`config.mk`:
```
export PLATFORM = sky130hd
export DESIGN_NAME = aud_frame_tx
export DESIGN_NICKNAME = d
export VERILOG_FILES = /design/src/rtl/aud_frame_tx.sv
export SDC_FILE = /design/constraint.sdc
export NUM_CORES = 1
export LEC_CHECK = 0
export BUFFER_PORTS_ARGS = -buffer_cell sky130_fd_sc_hd__buf_2
export CAP_MARGIN = 20
export CELL_PAD_IN_SITES_DETAIL_PLACEMENT = 0
export CELL_PAD_IN_SITES_GLOBAL_PLACEMENT = 2
export CORE_ASPECT_RATIO = 0.75
export CORE_MARGIN = 2
export CORE_UTILIZATION = 36
export DETAILED_ROUTE_END_ITERATION = 16
export PLACE_DENSITY = 0.91
export SYNTH_ARGS = -nofsm -noshare
export SYNTH_HDL_FRONTEND = slang
export SYNTH_SLANG_ARGS = --single-unit
```
`constraint.sdc`:
```
create_clock -name clk -period 3.85 [get_ports clk]
set_input_delay 0.5775 -clock clk [delete_from_list [all_inputs] [get_ports clk]]
set_output_delay 0.5775 -clock clk [all_outputs]
set_load 0.01 [all_outputs]
```
`src/rtl/aud_frame_tx.sv`:
```
module aud_frame_tx #(
  parameter int MAX_W = 32,
  parameter int MAX_N = 8,
  parameter int MIN_W = 8,
  localparam int BW = $clog2(MAX_W),
  localparam int NW = $clog2(MAX_N)
) (
  input  logic            clk,
  input  logic            rst_n,
  input  logic            bclk_en,
  input  logic            enable,
  input  logic [1:0]      fmt_sel,
  input  logic [BW-1:0]   width_m1,
  input  logic [NW-1:0]   words_m1,
  input  logic [MAX_W-1:0] in_data,
  input  logic            in_valid,
  output logic            in_ready,
  input  logic            urun_clr,
  output logic            fs_o,
  output logic            sd_o,
  output logic            urun_o,
  output logic            share_fs_o,
  output logic            share_tick_o
);

  localparam logic [1:0] F_LJ = 2'd0, F_I2S = 2'd1, F_DSPA = 2'd2, F_DSPB = 2'd3;
  localparam logic [BW-1:0] TOPB = BW'(MAX_W - 1);
  localparam logic [BW-1:0] MINB = BW'(MIN_W - 1);

  typedef enum logic [1:0] {ST_IDLE, ST_LEAD, ST_RUN} st_t;

  st_t              st, nst;
  logic [BW-1:0]    bit_q, nbit, wid_q, p_wid, cur_wid, wid_in;
  logic [NW-1:0]    word_q, nword, nw_q, p_nw, cur_nw;
  logic [1:0]       fmt_q, p_fmt, cur_fmt, pol;
  logic             cont_q, fs_q, sd_q, urun_q, tick_q;
  logic [MAX_W-1:0] shreg, ld_word;
  logic             start_up, frame_end, frame_start, enter_last, commit;
  logic             late_a, ann, load, fs_d, sd_d;

  function automatic logic is_early(input logic [1:0] f);
    return (f == F_I2S) || (f == F_DSPA);
  endfunction

  assign wid_in = (width_m1 < MINB) ? MINB : width_m1;

  always_comb begin
    nst   = st;
    nbit  = bit_q;
    nword = word_q;
    start_up  = (st == ST_IDLE) && enable;
    frame_end = (st == ST_LEAD) ||
                ((st == ST_RUN) && (bit_q == wid_q) && (word_q == nw_q));
    case (st)
      ST_IDLE: if (enable) nst = ST_LEAD;
      ST_LEAD: begin
        nst   = ST_RUN;
        nbit  = '0;
        nword = '0;
      end
      default: begin
        if (bit_q == wid_q) begin
          nbit = '0;
          if (word_q == nw_q) begin
            nword = '0;
            nst   = cont_q ? ST_RUN : ST_IDLE;
          end else begin
            nword = word_q + 1'b1;
          end
        end else begin
          nbit = bit_q + 1'b1;
        end
      end
    endcase
  end

  assign frame_start = (nst == ST_RUN) && frame_end;
  assign cur_fmt     = frame_start ? p_fmt : fmt_q;
  assign cur_wid     = frame_start ? p_wid : wid_q;
  assign cur_nw      = frame_start ? p_nw  : nw_q;
  assign enter_last  = (nst == ST_RUN) && (nbit == cur_wid) && (nword == cur_nw);
  assign commit      = start_up || enter_last;

  assign late_a = (nst == ST_RUN) && (nword == '0) &&
                  ((cur_fmt == F_LJ) ||
                   ((cur_fmt == F_I2S) && (nbit != cur_wid)) ||
                   ((cur_fmt == F_DSPB) && (nbit == '0)));
  assign ann  = commit && enable && is_early(fmt_sel);
  assign pol  = (commit && enable) ? fmt_sel : cur_fmt;
  assign fs_d = (late_a | ann) ^ (pol == F_I2S);

  assign load     = (nst == ST_RUN) && (nbit == '0);
  assign ld_word  = in_valid ? (in_data << (TOPB - cur_wid)) : '0;
  assign sd_d     = load ? ld_word[MAX_W-1] : ((nst == ST_RUN) ? shreg[MAX_W-2] : 1'b0);
  assign in_ready = bclk_en && load;

  always_ff @(posedge clk) begin
    if (!rst_n) begin
      st     <= ST_IDLE;
      bit_q  <= '0;
      word_q <= '0;
      fmt_q  <= F_LJ;
      wid_q  <= MINB;
      nw_q   <= '0;
      p_fmt  <= F_LJ;
      p_wid  <= MINB;
      p_nw   <= '0;
      cont_q <= 1'b0;
      fs_q   <= 1'b0;
      sd_q   <= 1'b0;
      shreg  <= '0;
    end else if (bclk_en) begin
      st     <= nst;
      bit_q  <= nbit;
      word_q <= nword;
      fs_q   <= fs_d;
      sd_q   <= sd_d;
      shreg  <= load ? ld_word : (shreg << 1);
      if (commit) begin
        p_fmt  <= fmt_sel;
        p_wid  <= wid_in;
        p_nw   <= words_m1;
        cont_q <= enable;
      end
      if (start_up) begin
        fmt_q <= fmt_sel;
        wid_q <= wid_in;
        nw_q  <= words_m1;
      end else if (frame_start) begin
        fmt_q <= p_fmt;
        wid_q <= p_wid;
        nw_q  <= p_nw;
      end
    end
  end

  always_ff @(posedge clk) begin
    if (!rst_n) begin
      urun_q <= 1'b0;
      tick_q <= 1'b0;
    end else begin
      tick_q <= bclk_en;
      if (bclk_en && load && !in_valid) urun_q <= 1'b1;
      else if (urun_clr)                urun_q <= 1'b0;
    end
  end

  assign fs_o         = fs_q;
  assign sd_o         = sd_q;
  assign urun_o       = urun_q;
  assign share_fs_o   = fs_q;
  assign share_tick_o = tick_q;

  AST_HOLD_BETWEEN_TICKS: assert property (@(posedge clk) disable iff (!rst_n)
    !bclk_en |=> ($stable(fs_o) && $stable(sd_o)));
  AST_DSP_ONE_BIT: assert property (@(posedge clk) disable iff (!rst_n)
    (bclk_en && fs_o && fmt_q[1]) |=> !fs_o);
  AST_URUN_STICKY: assert property (@(posedge clk) disable iff (!rst_n)
    (urun_o && !urun_clr) |=> urun_o);
  AST_READY_AT_WORD: assert property (@(posedge clk) disable iff (!rst_n)
    in_ready |=> ((bit_q == '0) && (st == ST_RUN)));
  AST_IDLE_QUIET: assert property (@(posedge clk) disable iff (!rst_n)
    (st == ST_IDLE) |-> !sd_o);

endmodule

```
== Word-level counts from Yosys, hierarchy flattened ==
Index checks and enable logic that the tools add are counted.
Storage, ports and cells
  flip-flop bits (word level): 66
  input bits: 48
  output and inout port bits: 6
  logic and storage cells: 86
Operators by class
  add/sub/neg operators: 3
  bitwise gates (word level): 2
  reductions and logical operators: 27
  order comparisons: 1
  multiplexer cells: 24
  eq/ne operators: 13
  shifts and indexed selects: 1
Operators with widths (number)
  two-way mux 32 bit: 1
  << shifter 32 x 5 -> 32 bit: 1
  two-way mux 31 bit: 1
  two-way mux 5 bit: 4
  logical AND 1 bit: 15
  two-way mux 2 bit: 7
  two-way mux 3 bit: 4
  equality test 5 bit: 2
  case mux 5 bit (2 select lines): 1
  equality test 2 x 1 -> 1 bit, second input constant: 4
  equality test 2 bit, second input constant: 4
  equality test 3 bit: 2
  case mux 3 bit (2 select lines): 1
  adder 5 x 1 -> 5 bit, second input constant: 1
  logical NOT 5 bit: 1
  logical OR 1 bit: 5
  less-than comparator 5 x 3 -> 1 bit, second input constant: 1
  != test 5 bit: 1
  subtractor 5 bit, first input constant: 1
  logical NOT 2 bit: 2
  two-way mux 1 bit: 4
  case mux 2 bit (2 select lines): 1
  adder 3 x 1 -> 3 bit, second input constant: 1
  logical NOT 3 bit: 1
  5 further kinds: 5

== Longest topological paths before layout ==
Gate-level depths: netlist of run 1.
  depth in word-level cells: 15
  gate-level depth with buffers: 13
  gate-level depth less buffers: 10

== Least setup slack after synthesis of run 1 ==
Ideal clock, no wire load.
  kind: reg2out
  from: reg bit_q[0]
  to: out in_ready
  arrival: 2.262 ns
  buffers on the path: 4
  cell stages (with the launch flop): 11
  required time: 3.273 ns
  path slack: 1.011 ns
  path through: dfxtp_1 -> buf_2 -> xnor2_2 -> and4_1 -> buf_4 -> a211oi_1 -> a311o_1 -> o21ai_0 -> clkbuf_1 -> buf_1 -> nor2_1
On the way
  word-level cells in the longest chain between the ends: 6
  elaborated cells between the ends (all ways): 10
  classes of those cells: 1 x add/sub; 2 x eq/ne; 4 x mux; 3 x reduce/logical
RTL lines
  start, declared: RTL line 33  | logic [BW-1:0] bit_q, nbit, wid_q, p_wid, cur_wid, wid_in;
  start signal, assigned: RTL line 114  | bit_q <= nbit;
  adder 5 x 1 -> 5 bit or equality test 5 bit (tied branches): RTL line 71, 62
  two-way mux 5 bit or two-way mux 2 bit (tied branches): RTL line 62  | if (bit_q == wid_q) begin
  case mux 5 bit (2 select lines) or case mux 2 bit (2 select lines) (tied branches): RTL line 54  | case (st)
  logical NOT 5 bit or equality test 2 bit (tied branches): RTL line 92  | assign load = (nst == ST_RUN) && (nbit == '0);
  logical AND 1 bit *: RTL line 92
  logical AND 1 bit *: RTL line 95  | assign in_ready = bclk_en && load;
  end, declared: RTL line 17  | output logic in_ready,
Every way passes the cells marked *; elsewhere a longest branch is shown, timed or not.

== Final worst setup path of run 1 ==
  from: reg st[0]
  to: reg shreg[26]
On the way
  word-level cells in the longest chain between the ends: 10
  elaborated cells between the ends (all ways): 20
  classes of those cells: 1 x add/sub; 3 x eq/ne; 1 x shift; 8 x mux; 7 x reduce/logical
RTL lines
  start, declared: RTL line 32  | st_t st, nst;
  start signal, assigned: RTL line 113  | st <= nst;
  two-way mux 2 bit or equality test 2 bit (tied branches): RTL line 64, 53
  two-way mux 2 bit or logical AND 1 bit (tied branches): RTL line 62, 53
  case mux 2 bit (2 select lines) or logical AND 1 bit (tied branches): RTL line 54, 53
  equality test 2 bit or logical OR 1 bit (tied branches): RTL line 77, 92, 52
  logical AND 1 bit: RTL line 77  | assign frame_start = (nst == ST_RUN) && frame_end;
  two-way mux 5 bit
  subtractor 5 bit: RTL line 93  | assign ld_word = in_valid ? (in_data << (TOPB - cur_wid)) : '0;
  << shifter 32 x 5 -> 32 bit: RTL line 93
  two-way mux 32 bit: RTL line 93
  two-way mux 31 bit *: RTL line 118  | shreg <= load ? ld_word : (shreg << 1);
  end signal, assigned: RTL line 118
  end, declared: RTL line 37  | logic [MAX_W-1:0] shreg, ld_word;
Marked as above.
A chain may end at the register's enable or synchronous reset.

==> flow_summary.toml, run 1 <==
[place]
port_buffers = 53
dp_slack_ns = 0.2818
post-dp-hpwl_um = 15640
gp_congestion = 0.9258
dpl_cell_area_sq_mm = 0.006326

[sta]
fmax_mhz = 277.2
final.period_utilization_pct = 93.71
setup_slack_ns = 0.2423
finalSetupViolations = 0
fin_crit_ns = 3.608
hold_viol = 0
hold_ws_ns = 0.4733
setup-tns-final_ns = 0
rsz0062_at_grt = "false"
maxSlewViolCount = 0
skew_ns = 0.007784
worstMarginPinSlew_ns = 0.8724
relSlewSlack_pct = 41.76

[final_layout]
antennaDiodeCount = 0
nets = 830
drive_above_1_share_pct = 19.36
finalInstanceArea_sq_mm = 0.006640
area_delta_synth_final_pct = 13.69

[grt]
grt_overflow = 0
antenna_found_initial = 0
grt_pass1_vias = 5840
grt_max_degree = 47
grtUsageTotal_pct = 24.69
grt_pass1_wl_um = 33110

[clock_tree]
tritoncts = "yes"
clkTransAtPathRegs_ns = 0.06
hold_buffers = 0
cts_root_buf = "clkbuf_16"
post_cts_resized = 0
clock-sinks = 66
clk_latency_ns = 0.34
htree_num_levels = 3
clock_path_buffers = 2
cts_made_buffers = 9
postCtsSetupBuffers = 0

[route]
detail_route.wl_per_cell_um = 21.35
ant_nets = 0
vias = 6306
viasPerCell = 6.338
drt-initial-drc-count = 594
drc_errors = 0
dr.pass1.iters = 6
wirelength_um = 21250

[setup_path]
critPathKind = "flop to flop"
start_kind = "flop"
end_kind = "flop"
critPathRequiredTime_ns = 4.09
cp_max_fo = 23
cp.arrival_ns = 3.85

[power_and_ir_drop]
power_mw = 2.415
p_leak_nw = 2.573
power_density_mw_per_mm2 = 363.6
vdd_ir_drop_max_mv = 0.1854

[logic_synthesis]
synth_cells = 749
synth_top_area_cell = "dfxtp_1"
synth_edf_count = 0
syn_nets = 799
yosysWarnings = 0
syn-cell-area_sq_mm = 0.005841
synthTopCellsByArea = "dfxtp_1 23%, mux2i_1 11%, o21ai_0 4.6%"
syn_area_per_cell_sq_um = 7.798
synth_ff_type = "dfxtp_1"
synth_seq_cells = 66
synth_top_area_share_pct = 22.62
ys_types = 79
async_flop_share_pct = 0
yosysSeqAreaShare_pct = 22.62

[die]
die_h_um = 114.3
core_area_sq_mm = 0.01597
io_pins = 54
fp.dieArea_sq_mm = 0.01727
rows = 40
start_util_pct = 36.58
die_w_um = 151.1

[run]
max-cap-violations = 0

[outcome]
outcome = "finished clean"

[min_path]
hold_class = "flop to flop"
per-stage QoR:
step	util, %	std cells
6_report	41.59	995
5_1_grt	41.59	995
4_1_cts	41.54	995
3_5_place_dp	39.62	979
3_3_place_gp	39.62	979
2_1_floorplan	-	749
final cells by class:
| cell class | instances | area, sq um |
|---|---|---|
| fillers | 1631 | 9325 |
| multi-input cells | 604 | 4172 |
| flip-flops and latches | 66 | 1321 |
| repair buffers | 87 | 533.0 |
| well taps | 210 | 262.8 |
| clock buffers | 12 | 256.5 |
| clock inverters | 4 | 50.05 |
| inverters | 12 | 45.04 |
power by group:
part	leakage, nW	internal [mW]	total (mW)	switching [mW]
Clock	0.145	0.536	0.854	0.319
Sequential	0.543	0.725	0.766	0.0405
Combinational	1.89	0.294	0.795	0.501
layer usage:
metal | up-vias | global-route usage (%) | routed length [um]
li1 | 2935 | - | -
met1 | 3051 | 37.16 | 10280
met2 | 291 | 35.33 | 8811
met3 | 29 | 5.936 | 1904
met4 | 0 | 5.483 | 246
met5 | - | 0 | 0
worst max-delay path, stage by stage, from the launching register on:
cell and delay, ns:
dfxtp_1 0.46, and3b_1 0.34, and4_1 0.55, o22ai_2 0.30
nor3_4 0.26, buf_4 0.33, mux2_2 0.38, mux2i_1 0.50
nor2_1 0.08, o311ai_1 0.28
flip-flops by register name (all words and copies together), names as in the netlist:
signal        count
shreg            31
bit_q             5
p_wid             5
wid_q             5
nw_q              3
p_nw              3
word_q            3
fmt_q             2
p_fmt             2
st                2
cont_q            1
fs_o              1
sd_o              1
share_tick_o      1
urun_o            1
cell families after synthesis:
| logic type | after synthesis | share of synthesized area [%] |
|---|---|---|
| adder cells (fa/ha/maj) | 3 | 0.5998 |
| multiplexers | 87 | 15.72 |
| AND/OR/NAND/NOR | 244 | 21.70 |
| AO/OA/AOI/OAI | 250 | 29.26 |
| buffers and inverters | 79 | 6.255 |
| flip-flops | 66 | 22.62 |
| XOR/XNOR | 20 | 3.835 |
layout by cell type, fill, tap and decap left out, types with 9 or more instances in the layout:
master / instances
a211oi_1: 17
a21oi_1: 50
a221oi_1: 14
a22oi_1: 13
a31oi_1: 11
buf_2: 53
buf_4: 33
clkbuf_16: 9
dfxtp_1: 66
inv_1: 10
mux2_2: 18
mux2i_1: 67
nand2_1: 67
nand2b_1: 9
nand3_1: 32
nand4_1: 21
nor2_1: 52
nor3_1: 18
o211ai_1: 16
o21ai_0: 53
xnor2_1: 11
Yosys cell counts (17+ instances only):
library cell   n
o21ai_0       54
nand3_1       32
a211oi_1      17
nor3_1        18
nor2_1        52
mux2i_1       67
dfxtp_1       66
clkbuf_1      32
a21oi_1       50
nand4_1       21
nand2_1       67
buf_2         19
mux2_2        18
path summary, 6_finish.rpt:
check / depth (start not counted) / end / slack, ns / from
worst max-delay path: 9 / shreg[26] / 0.24 / st[0]
worst min-delay path: 2 / shreg[0] / 0.47 / shreg[0]
worst max register to register: 9 / shreg[26] / 0.24 / st[0]
worst min register to register: 2 / shreg[0] / 0.47 / shreg[0]
No activity file was read; power rests on OpenSTA's default activity.
==> inputs of run 2 (changes only) <==
Settings changed: SETUP_SLACK_MARGIN set to 0.4, SKIP_LAST_GASP set to 1.
==> run 2 against run 1 <==
Flip-flop and latch count stayed put. Maximum frequency grew 7.8%. Final cell count is 0.10% higher. Largest cell class unchanged. Highest routed layer unchanged.
==> flow_summary.toml, run 2 (synthesis gave the netlist of run 1 again) <==
[setup_path]
cp.arrival_ns = 2.77
crit_chain = "clkinv_1 -> o21ai_0 -> a31oi_1 -> buf_4 -> o21ai_2 -> nor2_1 -> buf_2"
end_kind = "output port"
cp_max_fo = 15
critPathBufInv = 3
start_kind = "flop"
reg2reg_to = "shreg[12]"
cp_slowest_cell = "o21ai_2"
slowest_delay_ns = 0.64
crit_family = "compound AO/OA/AOI/OAI gates"
reg2reg_from = "word_q[1]"
critPathKind = "flop to output port"
reg2reg_depth = 10
critPathRequiredTime_ns = 3.27
ff2ff_setup_slack_ns = 0.55

[clock_tree]
htree_num_levels = 3
clkTransAtPathRegs_ns = 0.06
cts_made_buffers = 9
tritoncts = "yes"
clock-sinks = 66
clock_path_buffers = 2
clk_latency_ns = 0.34
cts_root_buf = "clkbuf_16"

[sta]
maxSlewViolCount = 0
fin_crit_ns = 3.346
hold_ws_ns = 0.4730
relSlewSlack_pct = 42.12
setup_slack_ns = 0.5038
worstMarginPinSlew_ns = 0.8672
skew_ns = 0.005562
finalSetupViolations = 0
setup-tns-final_ns = 0
rsz0062_at_grt = "false"
fmax_mhz = 298.8
hold_viol = 0
final.period_utilization_pct = 86.91

[min_path]
hold_end = "shreg[0]"
hold_start = "shreg[0]"
min_path_cells = 2
hold_class = "flop to flop"

[place]
post-dp-hpwl_um = 15640
gp_congestion = 0.9258
port_buffers = 53
dp_slack_ns = 0.2818
dpl_cell_area_sq_mm = 0.006326

[final_layout]
drive_above_1_share_pct = 21.37
nets = 831
regMostFlops = "shreg"
area_delta_synth_final_pct = 15.06
mostFrequentLayoutCell = "nand2_1"
finalInstanceArea_sq_mm = 0.006720
antennaDiodeCount = 0
largest_register_ffs = 31
multi_input_area_sq_mm = 0.004237
ff_latch_area_sq_mm = 0.001325
fillers = 1618
final_cell_mix = "67 x nand2_1, 64 x mux2i_1, 63 x dfxtp_1"

[power_and_ir_drop]
p_leak_nw = 2.588
power_density_mw_per_mm2 = 361.5
vdd_ir_drop_max_mv = 0.1859
power_mw = 2.429

[route]
drt-initial-drc-count = 530
wirelength_um = 21220
drc_errors = 0
dr.pass1.iters = 6
vias = 6326
detail_route.wl_per_cell_um = 21.31
viasPerCell = 6.351
ant_nets = 0

[grt]
antenna_found_initial = 0
grt_pass1_vias = 5845
grt_overflow = 0
grt_pass1_wl_um = 33180
grtUsageTotal_pct = 24.75
grt_max_degree = 47

[outcome]
outcome = "finished clean"

[die]
die_w_um = 151.1
start_util_pct = 36.58
fp.dieArea_sq_mm = 0.01727
io_pins = 54
die_h_um = 114.3
core_area_sq_mm = 0.01597
rows = 40

[run]
max-cap-violations = 0
run 2: cell count changes in the layout (fill, tap and decap cells not counted), moves of 3 or more:
cell / previous run / this run
dfxtp_1: 66 / 63
dfxtp_2: 0 / 3
mux2i_1: 67 / 64
mux2i_2: 0 / 3
run 2: layout make-up:
type	instances	share of cell area (%)
inverter	12	0.6703
timing repair buffer	88	8.099
clock inverter	4	0.7447
tap	210	3.910
multi-input combinational	604	63.04
clock buffer	12	3.817
sequential	66	19.72
run 2: worst max-delay path by stage:
stage          startpoint        end  slack, ns  depth (start not counted)
2_1_floorplan    bit_q[0]   in_ready       1.01                         10
3_3_place_gp     bit_q[3]   p_wid[4]       0.42                          9
3_5_place_dp     bit_q[3]   p_wid[4]       0.28                          9
4_1_cts             st[0]  shreg[23]       0.43                         11
5_1_grt          bit_q[0]  shreg[19]       0.42                         11
6_report            st[1]   in_ready       0.50                          7
run 2: metal layers:
metal	wire [um]	GRT usage, %	vias to the layer above
li1	-	-	2945
met1	10140	37.26	3047
met2	8739	35.42	305
met3	2076	5.936	29
met4	266	5.483	0
met5	0	0	-
run 2: power breakdown:
part           internal, mW  total (mW)  switching, mW
clock                 0.535       0.854          0.319
sequential            0.726       0.767         0.0410
combinational         0.302       0.809          0.507
total                  1.56        2.43          0.867
run 2: timing repair:
| item | in CTS | in global routing |
|---|---|---|
| setup buffers | 1 | 0 |
| hold buffers | 0 | 0 |
| gates resized for setup | 4 | 20 |
| pin swaps | 1 | 0 |
| endpoints found under the setup margin | 18 | 41 |
run 2: worst register-to-register path: cells and delay by family (launching register included):
family	cells	cell delay [ns]
XOR/XNOR	1	0.32
flip-flops	1	0.38
buffers and inverters	1	0.35
AND/OR/NAND/NOR	4	0.86
AO/OA/AOI/OAI	4	1.28
run 2: per-stage QoR:
stage               instances  utilization (%)
floorplan                 749                -
global placement          979            39.62
detailed placement        979            39.62
CTS                       996            41.68
global route              996            42.09
finish                    996            42.09
==> inputs of run 3 (changes only) <==
Settings changed: CELL_PAD_IN_SITES_DETAIL_PLACEMENT 0 to unset, CELL_PAD_IN_SITES_GLOBAL_PLACEMENT 2 to unset, CORE_UTILIZATION 36 to 45, PLACE_DENSITY 0.91 to 0.73.
==> run 3 against run 2 <==
Maximum frequency down 0.60%. Setup slack worse by 0.020 ns. Clock-buffer cell count up 1. Clock power down 0.6%. First-iteration DRC count up 62%. Largest power group unchanged. Flip-flop and latch count unchanged. Highest routed layer unchanged. Register-to-register slack worse by 0.07 ns. Via count up 0.68%. Final cell count down 3.7%. Power down 0.71%. Critical path type is now flop to flop. Largest cell class unchanged. Clock skew up 0.0026 ns.
==> flow_summary.toml, run 3 (synthesis gave the netlist of run 1 again) <==
[outcome]
outcome = "finished clean"

[setup_path]
critPathRequiredTime_ns = 4.03
critPathKind = "flop to flop"
critPathBufInv = 2
cp_common_cell = "mux2i_1"
slowest_delay_ns = 0.39
crit_family = "simple AND/OR/NAND/NOR gates"
cp_slowest_cell = "dfxtp_2"
end_kind = "flop"
start_kind = "flop"
crit_chain = "and3b_1 -> and4_4 -> o21ai_1 -> nor3_4 -> buf_6 -> buf_4 -> mux2i_1 -> mux2i_1 -> mux2_2 -> a21oi_1 -> o221ai_1"
cp.arrival_ns = 3.55
cp_max_fo = 17

[clock_tree]
cts_made_buffers = 9
cts_root_buf = "clkbuf_16"
tritoncts = "yes"
clk_latency_ns = 0.33
clock_path_buffers = 2
clkTransAtPathRegs_ns = 0.06
htree_num_levels = 3
clock-sinks = 66

[die]
die_h_um = 102.7
fp.dieArea_sq_mm = 0.01392
io_pins = 54
start_util_pct = 45.50
core_area_sq_mm = 0.01284
die_w_um = 135.6
rows = 36

[final_layout]
mostFrequentLayoutCell = "nand2_1"
regMostFlops = "shreg"
drive_above_1_share_pct = 20.81
utilization_pct = 51.83
nets = 834
finalInstanceArea_sq_mm = 0.006654
antennaDiodeCount = 0
largest_register_ffs = 31
final_cell_mix = "67 x nand2_1, 66 x mux2i_1, 63 x dfxtp_1"
stdcell_count = 959
area_delta_synth_final_pct = 13.92

[sta]
worstMarginPinSlew_ns = 0.8468
rsz0062_at_grt = "true"
fin_crit_ns = 3.366
setup-tns-final_ns = 0
hold_viol = 0
fmax_mhz = 297.1
skew_ns = 0.008207
maxSlewViolCount = 0
final.period_utilization_pct = 87.44
relSlewSlack_pct = 43.48
finalSetupViolations = 0
hold_ws_ns = 0.4808

[route]
route.met2.wl_um = 7857
wl_met3_um = 2717
ant_nets = 0
wl_met1_um = 8980
drc_errors = 0
detail_route.wl_per_cell_um = 20.96
viasPerCell = 6.641
maxUsedRoutingLayer = "met4"
wirelength_um = 20100
drt-initial-drc-count = 860
dr.pass1.iters = 5
vias = 6369

[power_and_ir_drop]
p_leak_nw = 2.604
power_density_mw_per_mm2 = 362.5
vdd_ir_drop_max_mv = 0.2303

[grt]
grtUsageTotal_pct = 28.76
grt_overflow = 0
grt_max_degree = 35
grt_pass1_wl_um = 31410
grt_pass1_vias = 5708
antenna_found_initial = 0

[run]
max-cap-violations = 0

[min_path]
hold_class = "flop to flop"

[place]
post-dp-hpwl_um = 14390
port_buffers = 53
gp_congestion = 0.9616
dp_cells = 940
dpl_cell_area_sq_mm = 0.006265
==> run 3: cell count changes in the layout (fill, tap and decap cells not counted), sizes merged <==
cell / before / now
clkbuf: 12 / 13
buf: 88 / 91
clkinvlp: 2 / 0
==> run 3: layout make-up <==
type / instances / area [sq um]
Timing Repair Buffer: 91 / 554.3
Inverter: 12 / 45.04
Clock inverter: 2 / 35.03
Tap cell: 171 / 214.0
Sequential cell: 66 / 1325
Clock buffer: 13 / 270.3
Fill cell: 1236 / 6183
Multi-Input combinational cell: 604 / 4210
==> run 3: through the flow <==
step           power, mW  setup WS [ns]
3_3_place_gp       1.526         0.2887
6_report           2.412         0.4837
4_1_cts            2.371         0.3630
2_1_floorplan      1.297          1.011
3_5_place_dp       1.527         0.1794
5_1_grt            2.504         0.3182
==> run 3: what timing repair did <==
action / 4_1_cts / 5_1_grt
hold buffers: 0 / 0
setup buffers: 0 / 4
gates resized for setup: 4 / 13
cloned: 0 / 0
pin swaps: 0 / 4
endpoints found under the setup margin: 17 / 37
==> run 3: power by group <==
group          internal [mW]  switching [mW]
clock network          0.550           0.299
registers              0.726          0.0414
logic                  0.297           0.499
==> run 3: metal layers <==
layer	vias up	track usage (%)
met5	-	0
met4	0	9.696
met3	51	8.014
met2	413	39.28
met1	2961	42.86
li1	2944	-
==> run 3: worst paths after layout <==
check	from	end	slack [ns]	depth (start not counted)
worst min register to register	shreg[0]	shreg[0]	0.48	2
worst max register to register	st[0]	shreg[25]	0.48	11
worst min-delay path	shreg[0]	shreg[0]	0.48	2
worst max-delay path	st[0]	shreg[25]	0.48	11
==> run 3: worst min-delay path, cell delays in order (launching register included) <==
cell and delay, ns:
dfxtp_1 0.31, nand2_1 0.06, a21oi_1 0.05
